[src/rtl/dma_pkg.sv]
package dma_pkg;
  // control word field positions (decoded by the datapath, written by software)
  localparam int CTL_SRCSZ_LO = 0;
  localparam int CTL_DSTSZ_LO = 2;
  localparam int CTL_SRCINC   = 4;
  localparam int CTL_DSTINC   = 5;
  localparam int CTL_BURST_LO = 8;
  localparam int CTL_BURST_W  = 4;
  localparam int CTL_CNT_LO   = 16;
  localparam int CTL_CNT_W    = 16;
  localparam logic [1:0] SIZE_WORD = 2'd2;
  localparam logic [1:0] SIZE_BAD  = 2'd3;

  typedef enum logic [2:0] {
    SEL_DSRC, SEL_DDST, SEL_DCTL, SEL_SRC, SEL_DST
  } addrSel_t;

  typedef struct packed {
    addrSel_t addrSel;
    logic     ldWord;
    logic     ldData;
    logic     advance;
  } dpStrobe_t;

  typedef enum logic [3:0] {
    ST_IDLE, ST_FSRC, ST_FDST, ST_FCTL, ST_CHECK, ST_RD, ST_WR,
    ST_HOLD, ST_WSRC, ST_WDST, ST_WCTL
  } dmaState_t;
endpackage

[src/rtl/dma_path.sv]
module dma_path
  import dma_pkg::*;
#(
  parameter int          NUM_CH    = 2,
  parameter logic [31:0] DESC_BASE = 32'h0
) (
  input  logic                      clk,
  input  logic                      rstN,
  input  dpStrobe_t                 stb,
  input  logic [$clog2(NUM_CH)-1:0] chSel,
  input  logic [31:0]               memRdata,
  output logic [31:0]               memAddr,
  output logic [1:0]                memSize,
  output logic [31:0]               memWdata,
  output logic                      sizeOk,
  output logic                      countZero,
  output logic                      lastBeat
);
  localparam int BEAT_W = CTL_BURST_W + 1;

  logic [31:0] srcAddr, dstAddr, ctlWord, dataBuf;
  logic [BEAT_W-1:0] beatsLeft;
  logic [1:0] srcSz, dstSz;
  logic [CTL_CNT_W-1:0] count;
  logic [31:0] elemBytes, sizeMask, descBase;

  assign srcSz     = ctlWord[CTL_SRCSZ_LO +: 2];
  assign dstSz     = ctlWord[CTL_DSTSZ_LO +: 2];
  assign count     = ctlWord[CTL_CNT_LO +: CTL_CNT_W];
  assign elemBytes = 32'd1 << srcSz;
  assign descBase  = DESC_BASE + (32'(chSel) << 4);
  assign sizeOk    = (srcSz == dstSz) && (srcSz != SIZE_BAD);
  assign countZero = (count == '0);
  assign lastBeat  = (count == CTL_CNT_W'(1)) || (beatsLeft == BEAT_W'(1));

  always_comb begin
    unique case (srcSz)
      2'd0:    sizeMask = 32'h0000_00FF;
      2'd1:    sizeMask = 32'h0000_FFFF;
      default: sizeMask = 32'hFFFF_FFFF;
    endcase
  end

  // address, size and write data follow the access the control selects
  always_comb begin
    memSize  = SIZE_WORD;
    memAddr  = descBase;
    memWdata = srcAddr;
    unique case (stb.addrSel)
      SEL_DSRC: begin memAddr = descBase;          memWdata = srcAddr; end
      SEL_DDST: begin memAddr = descBase + 32'd4;  memWdata = dstAddr; end
      SEL_DCTL: begin memAddr = descBase + 32'd8;  memWdata = ctlWord; end
      SEL_SRC:  begin memAddr = srcAddr; memSize = srcSz; memWdata = dataBuf; end
      SEL_DST:  begin memAddr = dstAddr; memSize = dstSz; memWdata = dataBuf; end
      default:  begin memAddr = descBase; end
    endcase
  end

  always_ff @(posedge clk) begin
    if (!rstN) begin
      srcAddr   <= '0;
      dstAddr   <= '0;
      ctlWord   <= '0;
      dataBuf   <= '0;
      beatsLeft <= '0;
    end else begin
      if (stb.ldWord) begin
        unique case (stb.addrSel)
          SEL_DSRC: srcAddr <= memRdata;
          SEL_DDST: dstAddr <= memRdata;
          SEL_DCTL: begin
            ctlWord   <= memRdata;
            beatsLeft <= BEAT_W'(memRdata[CTL_BURST_LO +: CTL_BURST_W]) + BEAT_W'(1);
          end
          default: ;
        endcase
      end
      if (stb.ldData) dataBuf <= memRdata & sizeMask;
      if (stb.advance) begin
        if (ctlWord[CTL_SRCINC]) srcAddr <= srcAddr + elemBytes;
        if (ctlWord[CTL_DSTINC]) dstAddr <= dstAddr + elemBytes;
        ctlWord[CTL_CNT_LO +: CTL_CNT_W] <= count - CTL_CNT_W'(1);
        beatsLeft <= beatsLeft - BEAT_W'(1);
      end
    end
  end

  // an element is only moved while count and burst allowance remain
  assert_count_left_R11: assert property (@(posedge clk) disable iff (!rstN)
    stb.advance |-> (!countZero && beatsLeft != '0));
endmodule

[src/rtl/dma_ctrl.sv]
module dma_ctrl
  import dma_pkg::*;
#(
  parameter int NUM_CH = 2
) (
  input  logic                      clk,
  input  logic                      rstN,
  input  logic [NUM_CH-1:0]         chReq,
  input  logic [NUM_CH-1:0]         chSwStart,
  input  logic                      periphStall,
  input  logic                      memReady,
  input  logic                      memError,
  input  logic                      sizeOk,
  input  logic                      countZero,
  input  logic                      lastBeat,
  output dpStrobe_t                 stb,
  output logic                      memValid,
  output logic                      memWrite,
  output logic [$clog2(NUM_CH)-1:0] activeCh,
  output logic                      activeValid,
  output logic [NUM_CH-1:0]         chDone,
  output logic                      busError
);
  localparam int CH_W = $clog2(NUM_CH);

  dmaState_t state, nxt;
  logic [CH_W-1:0] curCh, grantIdx;
  logic [NUM_CH-1:0] swPend, halted, pend, grantMask, lowMask;
  logic anyPend, accOk, accErr, rejectNow;

  assign pend      = (chReq | swPend) & ~halted;
  assign anyPend   = |pend;
  assign grantMask = (state == ST_IDLE && anyPend) ? (NUM_CH'(1) << grantIdx) : '0;
  assign lowMask   = (NUM_CH'(1) << curCh) - NUM_CH'(1);
  assign accOk     = memValid && memReady && !memError;
  assign accErr    = memValid && memReady && memError;
  assign rejectNow = (state == ST_CHECK) && !sizeOk;
  assign activeCh  = curCh;
  assign activeValid = (state != ST_IDLE);

  // fixed priority, lowest index wins
  always_comb begin
    grantIdx = '0;
    for (int i = NUM_CH - 1; i >= 0; i--)
      if (pend[i]) grantIdx = CH_W'(i);
  end

  always_comb begin
    stb      = '{addrSel: SEL_DSRC, default: '0};
    memValid = 1'b0;
    memWrite = 1'b0;
    nxt      = state;
    unique case (state)
      ST_IDLE:  if (anyPend) nxt = ST_FSRC;
      ST_FSRC: begin
        memValid = 1'b1; stb.addrSel = SEL_DSRC;
        if (memReady) begin
          if (memError) nxt = ST_IDLE;
          else begin stb.ldWord = 1'b1; nxt = ST_FDST; end
        end
      end
      ST_FDST: begin
        memValid = 1'b1; stb.addrSel = SEL_DDST;
        if (memReady) begin
          if (memError) nxt = ST_IDLE;
          else begin stb.ldWord = 1'b1; nxt = ST_FCTL; end
        end
      end
      ST_FCTL: begin
        memValid = 1'b1; stb.addrSel = SEL_DCTL;
        if (memReady) begin
          if (memError) nxt = ST_IDLE;
          else begin stb.ldWord = 1'b1; nxt = ST_CHECK; end
        end
      end
      ST_CHECK: begin
        if (!sizeOk)        nxt = ST_IDLE;
        else if (countZero) nxt = ST_HOLD;
        else                nxt = ST_RD;
      end
      ST_RD: begin
        memValid = 1'b1; stb.addrSel = SEL_SRC;
        if (memReady) begin
          if (memError) nxt = ST_IDLE;
          else begin stb.ldData = 1'b1; nxt = ST_WR; end
        end
      end
      ST_WR: begin
        memValid = 1'b1; memWrite = 1'b1; stb.addrSel = SEL_DST;
        if (memReady) begin
          if (memError) nxt = ST_IDLE;
          else begin stb.advance = 1'b1; nxt = lastBeat ? ST_HOLD : ST_RD; end
        end
      end
      ST_HOLD:  if (!chReq[curCh] && !periphStall) nxt = ST_WSRC;
      ST_WSRC: begin
        memValid = 1'b1; memWrite = 1'b1; stb.addrSel = SEL_DSRC;
        if (memReady) nxt = memError ? ST_IDLE : ST_WDST;
      end
      ST_WDST: begin
        memValid = 1'b1; memWrite = 1'b1; stb.addrSel = SEL_DDST;
        if (memReady) nxt = memError ? ST_IDLE : ST_WCTL;
      end
      ST_WCTL: begin
        memValid = 1'b1; memWrite = 1'b1; stb.addrSel = SEL_DCTL;
        if (memReady) nxt = ST_IDLE;
      end
      default: nxt = ST_IDLE;
    endcase
  end

  always_ff @(posedge clk) begin
    if (!rstN) begin
      state    <= ST_IDLE;
      curCh    <= '0;
      swPend   <= '0;
      halted   <= '0;
      chDone   <= '0;
      busError <= 1'b0;
    end else begin
      state  <= nxt;
      swPend <= (swPend & ~grantMask) | chSwStart;
      if (state == ST_IDLE && anyPend) curCh <= grantIdx;
      if (accErr || rejectNow) begin
        busError      <= 1'b1;
        halted[curCh] <= 1'b1;
      end
      chDone <= '0;
      if (state == ST_WCTL && accOk && countZero) chDone[curCh] <= 1'b1;
    end
  end

  assert_lowest_first_R5: assert property (@(posedge clk) disable iff (!rstN)
    (state == ST_FSRC && $past(state) == ST_IDLE) |-> (($past(pend) & lowMask) == '0));
  assert_done_onehot_R7: assert property (@(posedge clk) disable iff (!rstN)
    $onehot0(chDone));
  assert_done_after_wb_R7: assert property (@(posedge clk) disable iff (!rstN)
    (|chDone) |-> ($past(state) == ST_WCTL));
  assert_stall_hold_R9: assert property (@(posedge clk) disable iff (!rstN)
    (state == ST_HOLD && periphStall) |=> (state == ST_HOLD));
  assert_req_hold_R10: assert property (@(posedge clk) disable iff (!rstN)
    (state == ST_HOLD && chReq[curCh]) |=> (state == ST_HOLD));
  assert_err_sticky_R8: assert property (@(posedge clk) disable iff (!rstN)
    busError |=> busError);
  assert_halted_skip_R8: assert property (@(posedge clk) disable iff (!rstN)
    (state == ST_FSRC && $past(state) == ST_IDLE) |-> !$past(halted[curCh]));
endmodule

[src/rtl/dma_engine.sv]
module dma_engine
  import dma_pkg::*;
#(
  parameter int          NUM_CH    = 2,
  parameter logic [31:0] DESC_BASE = 32'h0
) (
  input  logic                      clk,
  input  logic                      rstN,
  input  logic [NUM_CH-1:0]         chReq,
  input  logic [NUM_CH-1:0]         chSwStart,
  input  logic                      periphStall,
  output logic                      memValid,
  output logic                      memWrite,
  output logic [1:0]                memSize,
  output logic [31:0]               memAddr,
  output logic [31:0]               memWdata,
  input  logic [31:0]               memRdata,
  input  logic                      memReady,
  input  logic                      memError,
  output logic [$clog2(NUM_CH)-1:0] activeCh,
  output logic                      activeValid,
  output logic [NUM_CH-1:0]         chDone,
  output logic                      busError
);
  dpStrobe_t stb;
  logic sizeOk, countZero, lastBeat;

  dma_ctrl #(.NUM_CH(NUM_CH)) uCtrl (
    .clk(clk), .rstN(rstN), .chReq(chReq), .chSwStart(chSwStart),
    .periphStall(periphStall), .memReady(memReady), .memError(memError),
    .sizeOk(sizeOk), .countZero(countZero), .lastBeat(lastBeat),
    .stb(stb), .memValid(memValid), .memWrite(memWrite),
    .activeCh(activeCh), .activeValid(activeValid), .chDone(chDone),
    .busError(busError)
  );

  dma_path #(.NUM_CH(NUM_CH), .DESC_BASE(DESC_BASE)) uPath (
    .clk(clk), .rstN(rstN), .stb(stb), .chSel(activeCh),
    .memRdata(memRdata), .memAddr(memAddr), .memSize(memSize),
    .memWdata(memWdata), .sizeOk(sizeOk), .countZero(countZero),
    .lastBeat(lastBeat)
  );

  assert_desc_word_R3: assert property (@(posedge clk) disable iff (!rstN)
    (memValid && (stb.addrSel inside {SEL_DSRC, SEL_DDST, SEL_DCTL})) |-> (memSize == SIZE_WORD));
  assert_hold_access_R14: assert property (@(posedge clk) disable iff (!rstN)
    (memValid && !memReady) |=> (memValid && $stable(memAddr) && $stable(memWrite)));
endmodule

[config.mk]
export PLATFORM = sky130hd
export DESIGN_NAME = dma_engine
export DESIGN_NICKNAME = d
export VERILOG_FILES = /design/src/rtl/dma_pkg.sv /design/src/rtl/dma_path.sv /design/src/rtl/dma_ctrl.sv /design/src/rtl/dma_engine.sv
export SDC_FILE = /design/constraint.sdc
export NUM_CORES = 1
export LEC_CHECK = 0
export BUFFER_PORTS_ARGS = -buffer_cell sky130_fd_sc_hd__buf_2
export CAP_MARGIN = 20
export CORE_MARGIN = 2
export CORE_UTILIZATION = 54
export DETAILED_ROUTE_END_ITERATION = 6
export PLACE_DENSITY = 0.78
export REMOVE_ABC_BUFFERS = 1
export SYNTH_ARGS = -nofsm -noshare
export SYNTH_HDL_FRONTEND = slang
export SYNTH_HIERARCHICAL = 1
export SYNTH_SLANG_ARGS = --single-unit
[constraint.sdc]
create_clock -name clk -period 3.65 [get_ports clk]
set_input_delay 1.095 -clock clk [delete_from_list [all_inputs] [get_ports clk]]
set_output_delay 1.095 -clock clk [all_outputs]
set_load 0.03 [all_outputs]
# After elaboration in Yosys (flattened, before gate mapping)
# Index checks and enable logic that the tools add are counted.
dict set report totals {
  out_inout_bits 73
  wordCells 148
  reg_bits 145
  in_bits 41
}
dict set report op_classes {
  n_lt_le_gt_ge 2
  add_sub_neg 7
  eq_ne 29
  mux 54
  n_reduce_logical 34
  n_shift 2
  bitwise 8
}
# cell n
set op_table {}
lappend op_table {{32-bit 2-to-1 mux} 10}
lappend op_table {{32-bit one-hot mux with 4 select lines} 1}
lappend op_table {{32-bit one-hot mux with 3 select lines} 1}
lappend op_table {{32-bit adder} 2}
lappend op_table {{32-bit one-hot mux with 2 select lines} 1}
lappend op_table {{4-bit 2-to-1 mux} 14}
lappend op_table {{4-bit one-hot mux with 11 select lines} 1}
lappend op_table {{32-bit bitwise AND} 1}
lappend op_table {{1-bit by 2-bit left shift with 32-bit output (first input constant)} 1}
lappend op_table {{2-bit inequality test (second input constant)} 9}
lappend op_table {{16-bit by 1-bit == test with 1-bit output (second input constant)} 1}
lappend op_table {{4-bit by 3-bit == test with 1-bit output (second input constant)} 4}
lappend op_table {{16-bit zero test} 1}
lappend op_table {{16-bit 2-to-1 mux} 1}
lappend op_table {{16-bit by 1-bit subtractor with 16-bit output (second input constant)} 1}
lappend op_table {{5-bit 2-to-1 mux} 3}
lappend op_table {{4-bit == test (second input constant)} 3}
lappend op_table {{1-bit 2-to-1 mux} 12}
lappend op_table {{3-bit one-hot mux with 4 select lines} 1}
lappend op_table {{1-bit logical AND} 10}
lappend op_table {{2-bit 2-to-1 mux} 5}
lappend op_table {{10-bit AND reduction} 1}
lappend op_table {{4-bit by 2-bit == test with 1-bit output (second input constant)} 2}
lappend op_table {{2-bit OR reduction} 4}
lappend op_table {{32 further kinds} 46}

# Logic depth before layout (Yosys ltp)
dict set report depth {
  ltp_word 9
  mapped_depth 14
}

# Hierarchy
# Netlist, hierarchy kept.
# mod instances cells_each area_per_inst_um2 seq_area_each_um2
set by_module_without_submodules {}
lappend by_module_without_submodules {dma_path 1 1148 8655.8 2662.6}
lappend by_module_without_submodules {dma_ctrl 1 104 822.0 240.2}

# Worst setup path before layout
# No wires, ideal clock.
dict set report synth_timing {
  kind {register to output}
  from {register uCtrl.state[1]}
  to {output memAddr[4]}
  stages_incl_launch_ff 11
  setup_slack_ns -0.224
  t_arrival_ns 2.779
  path_buffers 5
  path_cell_list {dfxtp_1 buf_6 clkbuf_1 xor2_1 a32o_1 clkbuf_1 nor3_1 or2_2 clkbuf_1 buf_2 o21ai_0}
}
# item line
set synth_rtl {}
lappend synth_rtl {{from (decl)} dma_ctrl.sv:26} ;# dmaState_t state, nxt;
lappend synth_rtl {{from (signal assigned)} dma_ctrl.sv:121} ;# state <= nxt;
lappend synth_rtl {{to (decl)} dma_engine.sv:15} ;# output logic [31:0] memAddr,

==> reports/results.ini <==
[setup_path]
slowest_stage = dfxtp_4
crit_required_ns = 2.55
critPathCaptureType = output pin
path_buf_inv = 3
cp_top_family = simple AND/OR/NAND/NOR gates
path_max_fanout = 24
critPathArrivalTime_ns = 2.54
cp_cell_sequence = nand2_1 > nor2_2 > a21oi_2 > o21ai_2 > buf_4 > and3_1 > or2_4 > buf_12 > a221o_1 > clkbuf_4
slowest_delay_ns = 0.38
startpoint_type = register
critPathKind = register to output pin

[floorplanning]
start_util_pct = 55.0
pin_count = 114
fp.dieH_um = 136
core_area_mm2 = 0.0172
die_area_mm2 = 0.0186
rows = 48
dieWidth_um = 136

[power]
powerDensity_mw_per_mm2 = 452
p_leak_nw = 4.18
ir_drop_mv = 0.369

[detailed_routing]
wirelength_um = 33200
drc = 0
vias = 10700
viasPerCell = 6.82
drtIter0Drc = 1401
drtPass1Iterations = 6
ant_nets = 0
wire_per_inst_um = 21.1

[final_layout]
syn2layout_area_growth_pct = 16.9
drive_above_1_share_pct = 20.0
utilization_pct = 64.3
num-nets-final = 1384
fillers = 1473
diodes = 0

[clock_network]
clk_path_buf_depth = 2
clk_latency_ns = 0.44
cts_tree = done
root_buffer = clkbuf_16
cts_max_level = 4
clkTransAtPathRegs_ns = 0.06
cts.sinks = 145
numCtsBuffers = 17
postCtsHoldBufs = 0

[global_routing]
gr-usage-all-layers_pct = 35.2
grt_pass1_wl_um = 51000
grt_pass1_vias = 9465
antenna_found_initial = 0
grt_overflow = 0
grt_max_degree = 51

[synthesis]
syn_inst = 1252
ys_warn_count = 6
ys_ff_latch = 145
synth_most_common_cell = dfxtp_1
synth_edf_count = 0
netlist_area_mm2 = 0.00948
synth.avg_cell_area_um2 = 7.57
synth_top_area_share_pct = 30.6
ys_seq_area_share_pct = 30.6
async_reset_ff_share_pct = 0
synth_largest_area_cell = dfxtp_1
synth_cell_type_count = 88
synthTopCellsByArea = dfxtp_1 (31%), nor2_1 (5.5%), nand2_1 (5.1%), a21oi_1 (4.9%), a221o_1 (3.4%)
synth_ff_type = dfxtp_1
netlist_top_cells_count = dfxtp_1 (145), nor2_1 (138), nand2_1 (130)

[sta]
hold_viol = 0
fin_crit_sh_pct = 99.6
fmax_mhz = 275
setup_viol = 0
period_minus_slack_ns = 3.64
setup_slack_ns = 0.0146
worstMarginPinSlew_ns = 1.05
fin_skew_ns = 0.00976
slew-limit-headroom_pct = 29.4
slew_violations = 0

[placed_design]
pre_cts_slack_ns = 0.191
dp_hpwl_um = 22400
gp_congestion = 1.02
io_buffers = 113

[job]
maxCapViolations = 0

[status]
status = finished clean

[min_path]
holdCritPathClass = register to register

==> path summary, 6_finish.rpt <==
| check | start | endpoint | slack (ns) | depth (start not counted) |
|---|---|---|---|---|
| worst max-delay path | uCtrl/state[0] | memWdata[0] | 0.01 | 10 |
| worst min-delay path | uPath/ctlWord[7] | uPath/ctlWord[7] | 0.46 | 2 |
| worst max register to register | uCtrl/state[2] | uPath/srcAddr[9] | 0.40 | 13 |
| worst min register to register | uPath/ctlWord[7] | uPath/ctlWord[7] | 0.46 | 2 |
==> metrics by stage <==
stage	hold WS [ns]	setup TNS (ns)	cell area, um2	power, mW	instances
after floorplan	0.437	-470.52	8990	2.66	1136
after global placement	0.442	0	10300	3.17	1528
after detailed placement	0.447	0	10300	3.19	1528
after CTS	0.456	0	11000	4.93	1562
after global routing	0.480	-0.863	11100	5.19	1569
final	0.456	0	11100	5.01	1569
==> final cells by class <==
cell class,instances,area [um2],area share [%]
Clock buffer,19,453,4.09
Clock inverter,13,126,1.14
Inverter,30,116,1.05
Multi-Input combinational cell,961,6060,54.7
Sequential cell,145,2920,26.3
Tap cell,225,282,2.54
Timing Repair Buffer,176,1120,10.1
==> state kept, by name (all words and copies together) (netlist names), 2 cells and up <==
register         flops
uCtrl/swPend         2
uPath/beatsLeft      5
uPath/srcAddr       32
uPath/ctlWord       32
uCtrl/state          4
uPath/dstAddr       32
uCtrl/halted         2
uCtrl/chDone         2
uPath/dataBuf       32
==> what timing repair did <==
action                                  CTS  global route
setup buffers                             2             7
pin swaps                                 1             2
cloned                                    0             0
resized for setup                        11            22
endpoints found under the setup margin   65            66
==> cell families after synthesis <==
family          share of synthesized area (%)
compound gates                           31.6
xor+xnor                                 1.02
fa+ha+maj                                1.58
buf+inv                                  6.31
flops                                    30.6
mux                                      2.19
simple gates                             26.7
==> where the power goes <==
group	internal, mW	switching (mW)
clock network	0.984	0.758
logic	0.518	0.883
registers	1.68	0.186
==> tightest hold or removal path, stage by stage, from the launching register on <==
cell and delay (ns):
dfxtp_1 0.31, nand2_1 0.05, a21oi_1 0.05
==> cells in the final DEF (no fill, tap or decap), types with 6 or more instances in the layout <==
master / count
a211oi_1: 24
a21oi_1: 91
a221o_1: 32
a22o_1: 31
a22oi_1: 35
a311oi_1: 13
a31oi_1: 30
a32o_1: 6
and2_1: 10
and3_1: 20
and4_1: 10
buf_2: 109
buf_4: 56
clkbuf_16: 17
dfxtp_1: 141
ha_1: 12
inv_1: 26
mux2_2: 6
mux2i_1: 14
nand2_1: 130
nand2b_1: 17
nand3_1: 48
nand4_1: 17
nor2_1: 135
nor2b_1: 23
nor3_1: 27
nor4_1: 9
o211ai_1: 11
o21a_1: 9
o21ai_0: 46
o21ai_1: 6
o31ai_1: 8
or3_1: 8
or4_1: 12
==> layer usage <==
metal | global-route usage, % | wire length [um]
met1 | 47.6 | 13400
met2 | 54.9 | 15000
met3 | 7.38 | 3650
met4 | 13.8 | 1150
met5 | 0 | 0
No activity file was read; power rests on OpenSTA's default activity.
